[src/rtl/magcmp_pkg.sv]
package magcmp_pkg;

  // Verdict carried between cells, one bit per relation.
  typedef struct packed {
    logic gt;
    logic eq;
    logic lt;
  } verdict_t;

  // Value fed below bit 0: nothing seen yet, so operands are equal so far.
  localparam verdict_t VERDICT_SEED = '{gt: 1'b0, eq: 1'b1, lt: 1'b0};

  // Bit match term: both ones or both zeros.
  function automatic logic bit_match(input logic x, input logic y);
    return (x & y) | (~x & ~y);
  endfunction

  // This bit alone says first operand is larger.
  function automatic logic bit_above(input logic x, input logic y);
    return x & ~y;
  endfunction

  // This bit alone says first operand is smaller.
  function automatic logic bit_below(input logic x, input logic y);
    return ~x & y;
  endfunction

endpackage

[src/rtl/magcmp_cell.sv]
module magcmp_cell
  import magcmp_pkg::*;
#(
  parameter bit LT_DERIVED = 1'b0
) (
  input  logic     a_bit,
  input  logic     b_bit,
  input  verdict_t prev_v,
  output verdict_t next_v
);

  // Named internal events, visible to the assertions below.
  logic same_w;
  logic win_w;
  logic lose_w;
  logic gt_w;
  logic eq_w;
  logic lt_w;

  always_comb begin
    same_w = bit_match(a_bit, b_bit);
    win_w  = bit_above(a_bit, b_bit);
    lose_w = bit_below(a_bit, b_bit);
    gt_w   = win_w | (same_w & prev_v.gt);
    eq_w   = same_w & prev_v.eq;
  end

  generate
    if (LT_DERIVED) begin : g_lt_derived
      always_comb lt_w = ~(gt_w | eq_w);
    end else begin : g_lt_direct
      always_comb lt_w = lose_w | (same_w & prev_v.lt);
    end
  endgenerate

  always_comb begin
    next_v.gt = gt_w;
    next_v.eq = eq_w;
    next_v.lt = lt_w;

    // A single well-formed verdict in yields a single well-formed verdict out.
    if ($countones(prev_v) == 1)
      AST_ONE_HOT_KEPT: assert ($countones({gt_w, eq_w, lt_w}) == 1);
    // Matching bits leave the lower verdict untouched.
    if (a_bit == b_bit)
      AST_MATCH_PASSES: assert ({gt_w, eq_w, lt_w} == prev_v);
    // A 1 over 0 at this cell overrides anything from below.
    if (a_bit && !b_bit)
      AST_HIGH_WINS_GT: assert (gt_w && !eq_w && !lt_w);
    // A 0 under 1 at this cell overrides anything from below.
    if (!a_bit && b_bit && ($countones(prev_v) == 1))
      AST_HIGH_WINS_LT: assert (lt_w && !gt_w && !eq_w);
  end

endmodule

[src/rtl/magcmp_chain.sv]
module magcmp_chain
  import magcmp_pkg::*;
#(
  parameter int unsigned WIDTH      = 8,
  parameter bit          LT_DERIVED = 1'b0
) (
  input  logic [WIDTH-1:0] a_vec,
  input  logic [WIDTH-1:0] b_vec,
  output verdict_t         final_v
);

  localparam int unsigned LINKS = WIDTH + 1;

  // links[k] is the verdict entering cell k; links[WIDTH] leaves the top cell.
  verdict_t links [LINKS];

  assign links[0] = VERDICT_SEED;

  generate
    for (genvar k = 0; k < WIDTH; k++) begin : g_cell
      magcmp_cell #(
        .LT_DERIVED(LT_DERIVED)
      ) u_cell (
        .a_bit (a_vec[k]),
        .b_bit (b_vec[k]),
        .prev_v(links[k]),
        .next_v(links[k+1])
      );
    end
  endgenerate

  assign final_v = links[WIDTH];

endmodule

[src/rtl/magcmp_lsb_chain.sv]
module magcmp_lsb_chain
  import magcmp_pkg::*;
#(
  parameter int unsigned WIDTH      = 8,
  parameter bit          LT_DERIVED = 1'b0
) (
  input  logic [WIDTH-1:0] a_i,
  input  logic [WIDTH-1:0] b_i,
  output logic             gt_o,
  output logic             eq_o,
  output logic             lt_o
);

  verdict_t result_v;

  magcmp_chain #(
    .WIDTH     (WIDTH),
    .LT_DERIVED(LT_DERIVED)
  ) u_chain (
    .a_vec  (a_i),
    .b_vec  (b_i),
    .final_v(result_v)
  );

  assign gt_o = result_v.gt;
  assign eq_o = result_v.eq;
  assign lt_o = result_v.lt;

endmodule

[config.mk]
export PLATFORM = sky130hd
export DESIGN_NAME = magcmp_lsb_chain
export DESIGN_NICKNAME = d
export VERILOG_FILES = /design/src/rtl/magcmp_pkg.sv /design/src/rtl/magcmp_cell.sv /design/src/rtl/magcmp_chain.sv /design/src/rtl/magcmp_lsb_chain.sv
export SDC_FILE = /design/constraint.sdc
export NUM_CORES = 1
export LEC_CHECK = 0
export BUFFER_PORTS_ARGS = -buffer_cell sky130_fd_sc_hd__buf_2
export CAP_MARGIN = 20
export CORE_AREA = 2 2 39 41
export DETAILED_ROUTE_END_ITERATION = 6
export DIE_AREA = 0 0 41 43
export GPL_TIMING_DRIVEN = 0
export SLEW_MARGIN = 20
export SYNTH_ARGS = -nofsm -noshare
export SYNTH_HDL_FRONTEND = slang
export SYNTH_SLANG_ARGS = --single-unit
[constraint.sdc]
create_clock -name vclk -period 1.7
set_input_delay 0.085 -clock vclk [all_inputs]
set_output_delay 0.085 -clock vclk [all_outputs]
set_load 0.1 [all_outputs]
==> After elaboration in Yosys (flattened, before gate mapping) <==
Index checks and enable logic that the tools add are counted.
{ "totals": {"ff_bits": 0, "input_bits": 16, "out_inout_bits": 3, "wordCells": 91} }
{ "classes": {"n_bitwise": 91} }
{ "ops": {"columns": ["operator", "count"], "rows": [
  ["$and A1 B1 Y1", 53],
  ["$or A1 B1 Y1", 22],
  ["$not A1 Y1", 16]
]} }

==> Depth between registers and ports, before layout <==
{ "logic_depth": {"depth_word": 17, "mapped_depth": 5, "mapped_depth_nobuf": 5} }

==> Modules after synthesis <==
Synthesis repeated with hierarchy kept, for this count alone.
{ "hier_totals": {"hier_cells": 82, "area_unflattened_um2": 618.1} }
{ "by_module_without_submodules": {"columns": ["module", "n_inst", "cells_per_inst", "area_each_um2", "seq_area_each_um2"], "rows": [
  ["magcmp_cell", 8, 10, 76.3, 0.0],
  ["magcmp_chain", 1, 2, 7.5, 0.0]
]} }

==> Least setup slack after synthesis <==
OpenSTA, ideal clock, no wires.
{ "synth_timing": {"path_kind": "input-to-output", "startpoint": "input a_i[5]", "endpoint": "output eq_o", "t_arrival_ns": 1.835, "required_time_ns": 1.615, "path_slack_ns": -0.220, "cell_stages": 4, "path_buffers": 0, "cell_sequence": "inv_1 -> ha_1 -> nand4_1 -> nor2_1"} }
{ "synth_via": {"elab_chain_len": 6, "elab_cells_between_ends": 7, "classes_between": "7 x bitwise"} }
{ "synth_lines": {"columns": ["element", "line_no", "source"], "rows": [
  ["start: declaration", "magcmp_lsb_chain.sv:7", "input logic [WIDTH-1:0] a_i,"],
  ["$not A1 Y1", "magcmp_pkg.sv:15", "return (x & y) | (~x & ~y);"],
  ["$and A1 B1 Y1", "magcmp_pkg.sv:15", null],
  ["$or A1 B1 Y1 (*)", "magcmp_pkg.sv:15", null],
  ["$and A1 B1 Y1 (*) (3 in series)", "magcmp_cell.sv:25", "eq_w = same_w & prev_v.eq;"],
  ["end: declaration", "magcmp_lsb_chain.sv:10", "output logic eq_o,"]
]} }
Every way passes the cells marked *; elsewhere a longest branch is shown, timed or not.

==> Worst setup path after layout <==
{ "layout_timing": {"startpoint": "input a_i[5]", "endpoint": "output lt_o"} }
{ "layout_via": {"elab_chain_len": 9, "elab_cells_between_ends": 11, "classes_between": "11 x bitwise"} }
{ "layout_lines": {"columns": ["element", "line_no", "source"], "rows": [
  ["$not A1 Y1", "magcmp_pkg.sv:15, magcmp_pkg.sv:25", null],
  ["$and A1 B1 Y1", "magcmp_pkg.sv:15", null],
  ["$or A1 B1 Y1", "magcmp_pkg.sv:15", null],
  ["$and A1 B1 Y1", "magcmp_cell.sv:32", "always_comb lt_w = lose_w | (same_w & prev_v.lt);"],
  ["$or A1 B1 Y1 (*)", "magcmp_cell.sv:32", null],
  ["$and A1 B1 Y1 (*)", "magcmp_cell.sv:32", null],
  ["$or A1 B1 Y1 (*)", "magcmp_cell.sv:32", null],
  ["$and A1 B1 Y1 (*)", "magcmp_cell.sv:32", null],
  ["$or A1 B1 Y1 (*)", "magcmp_cell.sv:32", null],
  ["end: declaration", "magcmp_lsb_chain.sv:11", "output logic lt_o"]
]} }
Marked as above.

==> results.rst <==
.. list-table::
   :header-rows: 1

   * - Metric
     - Value
   * - Post-Synth Adder-Cell Area
     - 0.548
   * - Filler cells
     - 154
   * - Combinational family with the most area after synthesis
     - adder cells
   * - Highest-delay cell along the critical path
     - sky130_fd_sc_hd__a2111oi_1
   * - Leakage power summed over all cells
     - 0.312 nW
   * - Synthesis-to-layout area growth
     - 35.6%
   * - Most common cell after layout, fill and taps aside
     - sky130_fd_sc_hd__buf_2
   * - Ant diodes
     - 0
   * - Die width
     - 41 um
   * - Synth area leader
     - sky130_fd_sc_hd__ha_1
   * - DR DRC count
     - 0
   * - Required time of the worst setup path
     - 1.62 ns
   * - Number of buffers and inverters on the critical path
     - 3
   * - Number of antenna violations at the first check in global routing
     - 0
   * - Vias in the first global route
     - 304
   * - Hold Path Class
     - in2out
   * - Maximum fanout along the worst path
     - 4
   * - Highest ir drop seen on vdd
     - 0.000297 V
   * - Total iterations of the first detailed-routing run
     - 1
   * - Count of endpoints failing setup in the final report
     - 0
   * - Area enclosed by the die boundary
     - 1760 um^2
   * - Final Hold Fails
     - 0
   * - Overall die height
     - 43 um
   * - Final net count
     - 101
   * - Delay contributed by the slowest stage of the critical path
     - 0.42 ns
   * - Sum Neg Setup Slack
     - 0 ns
   * - Global router's overall resource usage
     - 0.0829
   * - Hpwl dp
     - 631 um
   * - WS Path Type
     - in2out
   * - Synth Net Count
     - 80
   * - Floorplan row count
     - 14
   * - Headroom to the max-slew limit
     - 0.681
   * - Startpoint type of the worst setup path
     - input pin
   * - Number of buffer cells added on primary ports
     - 19
   * - Maximum number of pins on one net before global-route repair
     - 5
   * - Commonest cells after routing, fill and taps aside
     - sky130_fd_sc_hd__buf_2 (17), sky130_fd_sc_hd__inv_1 (16), sky130_fd_sc_hd__ha_1 (16)
   * - CP cell instances
     - buf_2 -> inv_1 -> ha_1 -> a2111oi_1 -> o221ai_1 -> o21a_1 -> clkbuf_4
   * - Post-Syn Area
     - 365 um^2
   * - Fraction of final layout cells with drive strength greater than 1
     - 0.313
   * - Data arrival time of the critical path
     - 1.55 ns
   * - Critical Path Source
     - a_i[5]
   * - Status
     - completed
   * - Pwr/cell area
     - 312 nW/um^2
   * - Post-synthesis share of cell area spent on xor and xnor gates
     - 0
   * - Register area share after synthesis
     - 0
   * - Via count
     - 362
   * - Maximum operating frequency
     - 610 MHz
   * - Num ports
     - 19
   * - Mux contribution to synthesized area
     - 0
   * - Via-per-instance ratio
     - 4.36
   * - Routed length per placed instance
     - 7.78 um
   * - Post-synthesis share of cell area spent on and, or, nand and nor gates
     - 0.0548
   * - Total chip power
     - 0.155 mW
   * - Number of instances in the synthesized netlist
     - 48
   * - Remaining antenna violation count after routing
     - 0
   * - Number of placed instances with taps included
     - 83
   * - Number of different library cells in the post-synthesis netlist
     - 9
   * - Capturing element type of the critical path
     - output port
   * - Total number of cells along the worst setup path
     - 7
   * - Family with the most delay on the worst path
     - compound AO/OA/AOI/OAI gates
   * - Initial core utilization
     - 0.264
   * - Area taken by multi-input logic gates
     - 315 um^2
   * - FF+latch count
     - 0
   * - DRT iter0 DRCs
     - 0
   * - Fin cells
     - 83
   * - Max cap viols
     - 0
   * - Worst-margin pin slew
     - 0.482 ns
   * - Compound-Gate Fraction of Synth Area
     - 0.233
   * - Count of pins over their slew limit
     - 0
   * - Clock buffer cells
     - 0
   * - Area share of the largest cell type after synthesis
     - 0.548
   * - Last weighted congestion value of the routability-driven placer
     - 0.687
   * - Std-Cell Core Area
     - 1380 um^2
   * - First-pass GRT wire length
     - 1110 um
   * - Setup repair bufs after CTS
     - 0
   * - Final cycle utilization of the critical path
     - 0.964
   * - Syn Area/Cell
     - 7.61 um^2
   * - Top cells by area, synth
     - sky130_fd_sc_hd__ha_1 (55%), sky130_fd_sc_hd__inv_1 (16%), sky130_fd_sc_hd__o21a_1 (8.2%)
   * - Hold path startpoint
     - b_i[7]
   * - Number of warning messages in the yosys log
     - 0
   * - Minimum period implied by the final worst setup slack
     - 1.64 ns
   * - Wire length reported by the detailed router
     - 646 um
   * - Cells on Worst Hold Path
     - 4
   * - Setup repair after global routing missed its margin
     - false
   * - Total area of sequential cells
     - 0 um^2
   * - Total gr overflow
     - 0
-- layer usage --
metal  wire (um)  vias to the layer above  share of wire  GRT usage
met5           0                        -              0          0
met1         288                      152           0.45      0.114
met4           0                        0              0          0
met3          39                        0          0.060          0
met2         319                       11           0.49      0.147
li1            -                      199              -          -
-- synthesized netlist by cell type --
cell and number:
sky130_fd_sc_hd__nand4_1 2, sky130_fd_sc_hd__inv_1 16, sky130_fd_sc_hd__a2111oi_0 2, sky130_fd_sc_hd__a21oi_1 4
sky130_fd_sc_hd__ha_1 16, sky130_fd_sc_hd__nand2_1 1, sky130_fd_sc_hd__nor2_1 1, sky130_fd_sc_hd__o221ai_1 2
sky130_fd_sc_hd__o21a_1 4
-- power by group --
group	switching, mW	leakage [nW]	internal (mW)
clock network	0	0	0
logic	0.0988	0.312	0.0559
registers	0	0	0
total	0.0988	0.312	0.0559
-- kinds of logic (layout without fill, tap and decap cells) --
kind of cell               after synthesis  after routing
adders and majority gates               16             16
buffers and inverters                   16             35
AOI/OAI and AO/OA                       12             12
and+or+nand+nor                          4              4
-- path summary, 6_finish.rpt --
check                  end  slack [ns]
worst max-delay path  lt_o        0.06
worst min-delay path  lt_o        0.86
-- area by class of cell --
class / instances / share of cell area
well taps: 16 / 0.0404
multi-input cells: 32 / 0.636
repair buffers: 19 / 0.202
inverters: 16 / 0.121
-- stage by stage --
stage / setup slack [ns] / cell area (um^2) / hold slack, ns / util
6_report: 0.0615 / 495 / 0.859 / 0.358
3_3_place_gp: 0.0124 / 483 / 0.879 / 0.349
4_1_cts: 0.0354 / 484 / 0.881 / 0.350
3_5_place_dp: 0.00636 / 483 / 0.882 / 0.349
5_1_grt: 0.0180 / 495 / 0.898 / 0.358
2_1_floorplan: 0.0884 / 368 / 0.654 / -
-- what timing repair did --
item                                    4_1_cts  5_1_grt
endpoints found under the setup margin        1        2
pin swaps                                     0        0
resized for setup                             1        4
hold buffers                                  0        0
(Power assumes the default switching activity.)
